**src/rtl/eth_frame_gen.sv**
```systemverilog
module eth_frame_gen #(
  parameter int PRE_LEN  = 7,
  parameter int GAP_LEN  = 12,
  parameter int MAX_PAY  = 1500,
  parameter int MIN_PAY  = 46,
  parameter int TYPE_MIN = 1536
) (
  input  logic        clk,
  input  logic        rst_n,
  input  logic        start,
  input  logic        cfg_pre_en,
  input  logic        cfg_ext_pay,
  input  logic [47:0] cfg_dst,
  input  logic [47:0] cfg_src,
  input  logic [15:0] cfg_lt,
  input  logic [15:0] cfg_pay_len,
  input  logic [7:0]  ext_data,
  output logic        ext_take,
  output logic [7:0]  tx_data,
  output logic        tx_valid,
  output logic        tx_sof,
  output logic        tx_eof,
  output logic        tx_mcast,
  output logic        tx_clamped
);
  localparam int CW = $clog2(MAX_PAY + 1);
  localparam logic [31:0] POLY = 32'hEDB88320;

  typedef enum logic [3:0] {S_IDLE, S_PRE, S_SFD, S_DA, S_SA, S_LT, S_PAY, S_PAD, S_FCS, S_GAP} st_t;

  st_t          st;
  logic [CW-1:0] cnt, pay_n, pad_n;
  logic [47:0]  da, sa;
  logic [15:0]  lt;
  logic         ext_q, first, pend;
  logic [31:0]  crc;

  logic [15:0]  req;
  logic         over;
  logic [CW-1:0] eff, padc;
  assign req  = (cfg_lt >= 16'(TYPE_MIN)) ? cfg_pay_len : cfg_lt;
  assign over = req > 16'(MAX_PAY);
  assign eff  = over ? CW'(MAX_PAY) : req[CW-1:0];
  assign padc = (eff < CW'(MIN_PAY)) ? CW'(MIN_PAY) - eff : '0;

  logic accept;
  assign accept = (st == S_IDLE) && (start || pend);

  logic [7:0] cur;
  always_comb begin
    case (st)
      S_PRE:   cur = 8'h55;
      S_SFD:   cur = 8'hD5;
      S_DA:    cur = 8'(da >> (8 * (5 - int'(cnt))));
      S_SA:    cur = 8'(sa >> (8 * (5 - int'(cnt))));
      S_LT:    cur = cnt[0] ? lt[7:0] : lt[15:8];
      S_PAY:   cur = ext_q ? ext_data : cnt[7:0];
      S_FCS:   cur = ~crc[8*cnt[1:0] +: 8];
      default: cur = 8'h00;
    endcase
  end

  logic active, in_crc;
  assign active   = (st != S_IDLE) && (st != S_GAP);
  assign in_crc   = (st == S_DA) || (st == S_SA) || (st == S_LT) || (st == S_PAY) || (st == S_PAD);
  assign ext_take = (st == S_PAY) && ext_q;

  function automatic logic [31:0] crc_byte(input logic [31:0] c, input logic [7:0] d);
    logic [31:0] r;
    r = c;
    for (int b = 0; b < 8; b++)
      r = (r >> 1) ^ (POLY & {32{r[0] ^ d[b]}});
    return r;
  endfunction

  logic last;
  always_comb begin
    case (st)
      S_PRE:   last = cnt == CW'(PRE_LEN - 1);
      S_SFD:   last = 1'b1;
      S_DA,
      S_SA:    last = cnt == CW'(5);
      S_LT:    last = cnt == CW'(1);
      S_PAY:   last = cnt == pay_n - 1'b1;
      S_PAD:   last = cnt == pad_n - 1'b1;
      S_FCS:   last = cnt == CW'(3);
      S_GAP:   last = cnt == CW'(GAP_LEN - 1);
      default: last = 1'b0;
    endcase
  end

  st_t after_lt, after_pay;
  assign after_pay = (pad_n != '0) ? S_PAD : S_FCS;
  assign after_lt  = (pay_n != '0) ? S_PAY : after_pay;

  always_ff @(posedge clk) begin
    if (!rst_n) begin
      st <= S_IDLE;
      cnt <= '0;
      pend <= 1'b0;
      first <= 1'b0;
      crc <= '1;
      da <= '0; sa <= '0; lt <= '0;
      pay_n <= '0; pad_n <= '0; ext_q <= 1'b0;
      tx_mcast <= 1'b0;
      tx_clamped <= 1'b0;
    end else begin
      if (accept) pend <= 1'b0;
      else if (start) pend <= 1'b1;
      if (in_crc) crc <= crc_byte(crc, cur);
      if (active) first <= 1'b0;
      if (accept) begin
        st <= cfg_pre_en ? S_PRE : S_SFD;
        cnt <= '0;
        first <= 1'b1;
        crc <= '1;
        da <= cfg_dst; sa <= cfg_src; lt <= cfg_lt;
        pay_n <= eff; pad_n <= padc; ext_q <= cfg_ext_pay;
        tx_mcast <= cfg_dst[40];
        tx_clamped <= over;
      end else if (st != S_IDLE) begin
        cnt <= last ? '0 : cnt + 1'b1;
        if (last) begin
          case (st)
            S_PRE:   st <= S_SFD;
            S_SFD:   st <= S_DA;
            S_DA:    st <= S_SA;
            S_SA:    st <= S_LT;
            S_LT:    st <= after_lt;
            S_PAY:   st <= after_pay;
            S_PAD:   st <= S_FCS;
            S_FCS:   st <= S_GAP;
            default: st <= S_IDLE;
          endcase
        end
      end
    end
  end

  always_ff @(posedge clk) begin
    if (!rst_n) begin
      tx_data <= '0;
      tx_valid <= 1'b0;
      tx_sof <= 1'b0;
      tx_eof <= 1'b0;
    end else begin
      tx_data  <= active ? cur : 8'h00;
      tx_valid <= active;
      tx_sof   <= active && first;
      tx_eof   <= (st == S_FCS) && last;
    end
  end

  logic [7:0]  a_gap;
  logic [11:0] a_bytes;
  always_ff @(posedge clk) begin
    if (!rst_n) begin
      a_gap <= 8'hFF;
      a_bytes <= '0;
    end else begin
      if (tx_eof) a_gap <= '0;
      else if (!tx_valid && a_gap != 8'hFF) a_gap <= a_gap + 1'b1;
      if (tx_valid) a_bytes <= tx_sof ? 12'd1 : a_bytes + 1'b1;
    end
  end

  p_sof_first_r2: assert property (@(posedge clk) disable iff (!rst_n)
    $rose(tx_valid) |-> tx_sof);
  p_sof_byte_r2: assert property (@(posedge clk) disable iff (!rst_n)
    tx_sof |-> (tx_data == 8'h55 || tx_data == 8'hD5));
  p_eof_alone_r10: assert property (@(posedge clk) disable iff (!rst_n)
    tx_eof |-> tx_valid && !tx_sof);
  p_frame_len_r10: assert property (@(posedge clk) disable iff (!rst_n)
    tx_eof |-> a_bytes >= 12'd64 && a_bytes <= 12'd1525);
  p_take_r8: assert property (@(posedge clk) disable iff (!rst_n)
    ext_take |=> tx_valid && !tx_eof);
  p_gap_r11: assert property (@(posedge clk) disable iff (!rst_n)
    tx_sof |-> a_gap >= 8'(GAP_LEN));
endmodule

```
**config.mk**
```make
export PLATFORM = sky130hd
export DESIGN_NAME = eth_frame_gen
export DESIGN_NICKNAME = d
export VERILOG_FILES = /design/src/rtl/eth_frame_gen.sv
export SDC_FILE = /design/constraint.sdc
export NUM_CORES = 1
export LEC_CHECK = 0
export BUFFER_PORTS_ARGS = -buffer_cell sky130_fd_sc_hd__buf_2
export CAP_MARGIN = 30
export CORE_MARGIN = 5
export CORE_UTILIZATION = 45
export DETAILED_ROUTE_END_ITERATION = 6
export PLACE_DENSITY = 0.65
export SLEW_MARGIN = 20
export SYNTH_ARGS = -nofsm -noshare
export SYNTH_HDL_FRONTEND = slang
export SYNTH_SLANG_ARGS = --single-unit
```
**constraint.sdc**
```tcl
create_clock -name clk -period 11.1 [get_ports clk]
set_clock_uncertainty 0.1 [all_clocks]
set_input_delay 2.22 -clock clk [delete_from_list [all_inputs] [get_ports clk]]
set_output_delay 2.22 -clock clk [all_outputs]
set_load 0.02 [all_outputs]
```
==> flow_metrics.py <==
metrics = {
    "status": {
        "outcome": "finished, final reports clean",
    },
    "timing": {
        "finalSetupTns_ps": 0,
        "period_share_pct": 54.7,
        "finalHoldViolCount": 0,
        "final-max-slew-violation-count": 0,
        "fin_crit_ps": 6070,
        "rsz0062_at_grt": "no",
        "max_slew_margin_pct": 35.9,
        "setup_viol": 0,
        "max_freq_ghz": 0.165,
        "tightest_slew_ps": 962,
        "holdWs_ps": 354,
    },
    "worst_setup_path": {
        "cp_num_buf_inv": 2,
        "arrival_ps": 6350,
        "path_max_fanout": 23,
        "path_delay_family": "simple AND/OR/NAND/NOR gates",
        "worstSetupPathType": "in2reg",
        "crit_chain": "buf_2 -> nor4_1 -> nand2_1 -> or3_1 -> and3_1 -> a21oi_1 -> inv_1 -> ha_1 -> o2111a_1 -> or4_1 -> a21oi_1 -> and3_1 -> o31a_1 -> a21o_1",
        "required_ps": 11380,
        "crit_slowest_cell": "nor4_1",
        "critical-path-max-stage-delay_ps": 690,
        "startpoint_type": "input port",
        "end_kind": "register",
    },
    "synth": {
        "yosys.area_share.simple_pct": 21.7,
        "synth_top_family_by_area": "simple AND/OR/NAND/NOR gates",
        "syn_area_per_cell_um2": 8.42,
        "synth_compound_area_share_pct": 16.2,
        "yosys.area_share.adder_pct": 0.717,
        "synth_edf_count": 0,
        "async_flop_share_pct": 0,
        "syn_inst": 1243,
        "synth_fp_nets": 1390,
        "synth_top_area_cell": "dfxtp_1",
        "synth_xor_area_share_pct": 9.51,
        "ys_seq_area_share_pct": 37.5,
        "synth_top_area_share_pct": 37.5,
        "ys_types": 78,
        "synth.cell_area_mm2": 0.0105,
        "yosys_register_bits": 196,
        "netlist_top_cells_area": "dfxtp_1 37%, nand2_1 11%, a21oi_1 7.0%",
        "muxShareOfSynthArea_pct": 10.3,
        "yosysWarningCount": 0,
        "synthFlopType": "dfxtp_1",
    },
    "detailed_routing": {
        "num_vias": 9252,
        "drcViolationCount": 0,
        "via_per_inst": 5.56,
        "ant_nets": 0,
        "drt-initial-drc-count": 669,
        "wire_per_inst_um": 17.5,
        "routed_wl_mm": 29.1,
        "firstDrtPassIters": 5,
    },
    "floorplanning": {
        "die_w_um": 163,
        "io_pins": 155,
        "die_height_um": 163,
        "floorplan.rows": 55,
        "coreArea_mm2": 0.0228,
        "start_util_pct": 46.0,
        "dieArea_mm2": 0.0264,
    },
    "pwr": {
        "power_density_mw_per_mm2": 292,
        "power.leakage_nw": 4.75,
        "ir_drop_mv": 0.166,
        "total_power_mw": 3.51,
    },
    "clocking": {
        "htreeDepth": 4,
        "cts_resized": 0,
        "postCtsHoldBufs": 0,
        "clkTransAtPathRegs_ps": 80,
        "cts.root.buffer_cell": "clkbuf_16",
        "cts_tree": "done",
        "clk_path_buf_depth": 2,
        "cts_setup_buffers": 0,
        "cts_made_buffers": 17,
        "clock_latency_ps": 450,
        "clock_sinks": 196,
    },
    "global_route": {
        "first_global_vias": 8498,
        "grt_pass1_wl_mm": 45.8,
        "grt_overflow_total": 0,
        "antenna_found_initial": 0,
        "grt_usage_pct": 21.6,
        "grt_max_degree": 88,
    },
    "placed_design": {
        "gp_congestion": 0.877,
        "numPortBuffers": 154,
        "dp_hpwl_mm": 20.6,
    },
    "worst_hold_path": {
        "min_path_type": "reg2reg",
    },
    "layout": {
        "seq_area_mm2": 0.00393,
        "antenna_cells": 0,
        "multi_input_area_mm2": 0.00614,
        "layout-drive-gt1-share_pct": 19.6,
        "area_growth_pct": 14.6,
        "fillers": 2212,
        "nets": 1484,
    },
    "job": {
        "cap_violations": 0,
    },
}
-- layer usage --
layer  vias to the layer above  routed length, um  GRT usage [%]
met5                         -                  0              0
met4                         0                436           5.49
met3                        28               1790           3.59
met2                       295              13800           34.8
met1                      4375              13100           30.2
li1                       4554                  -              -
-- synth_stat cells, types with 5 or more instances --
cell type,n
clkbuf_1,72
mux2i_1,38
a21oi_1,146
dfxtp_1,196
a211oi_1,5
nor3b_1,8
mux2_2,11
o31a_1,6
nand3_1,22
buf_1,6
o21ai_1,13
ha_1,6
and3_1,13
inv_1,14
or4_1,7
nor4_1,11
or3_1,7
xor2_1,26
xor2_2,5
xnor2_1,50
nand2_1,293
o211ai_1,22
o22ai_1,7
mux4_2,24
nand3b_1,9
o21ai_0,21
nor2_1,54
nor3_1,43
buf_2,7
and2_1,8
-- flip-flops by register name (all words and copies together) (netlist names), 4 cells and up --
| register | count |
|---|---|
| sa | 48 |
| pay_n | 11 |
| crc | 32 |
| st | 4 |
| da | 48 |
| cnt | 11 |
| tx_data | 8 |
| pad_n | 11 |
| lt | 16 |
-- kinds of logic after synthesis --
kind of cell | count (synthesis)
XOR/XNOR | 92
multiplexers | 76
AO/OA/AOI/OAI | 271
AND/OR/NAND/NOR | 499
flip-flops | 196
buffers and inverters | 103
adder cells (fa/ha/maj) | 6
-- final timing paths --
check	end	from	cells past startpoint	slack, ps
worst max-delay path	pad_n[6]	cfg_lt[15]	14	5030
worst min-delay path	da[28]	da[28]	2	350
worst max register to register	st[2]	st[0]	12	6120
worst min register to register	da[28]	da[28]	2	350
-- through the flow --
step	setup slack, ps	util, %	cells	instance area, um2
2_1_floorplan	5510	-	1243	10500
3_3_place_gp	4780	49.8	1629	11300
3_5_place_dp	4650	49.9	1630	11400
4_1_cts	5090	52.6	1662	12000
5_1_grt	4690	52.7	1663	12000
6_report	5030	52.7	1663	12000
-- cells in the final DEF, fill, tap and decap left out, types with 24 or more instances in the layout --
cell	n
xor2_1	26
buf_2	154
mux4_2	24
mux2i_1	38
xnor2_1	50
nor3_1	43
nand2_1	293
a21oi_1	146
nor2_1	53
dfxtp_1	195
-- worst register-to-register path, delay by kind of cell, from the launching register on --
kind	cells	cell delay, ps
AO/OA/AOI/OAI	3	680
adder cells (fa/ha/maj)	1	330
buffers and inverters	1	130
flip-flops	1	920
multiplexers	1	340
AND/OR/NAND/NOR	6	2330
-- area by class of cell --
class | instances | area share (%)
clock inverter | 14 | 1.49
timing repair buffer | 164 | 7.32
sequential | 196 | 32.7
multi-input combinational | 944 | 51.2
tap | 313 | 3.26
inverter | 14 | 0.448
clock buffer | 18 | 3.58
-- report_power, final --
part           switching, mW  internal, mW  leakage [nW]
combinational           1.06         0.788          2.85
clock                  0.318         0.307         0.291
sequential             0.147         0.890          1.60
total                   1.52          1.99          4.75
Power figures use the tool's default switching activity.
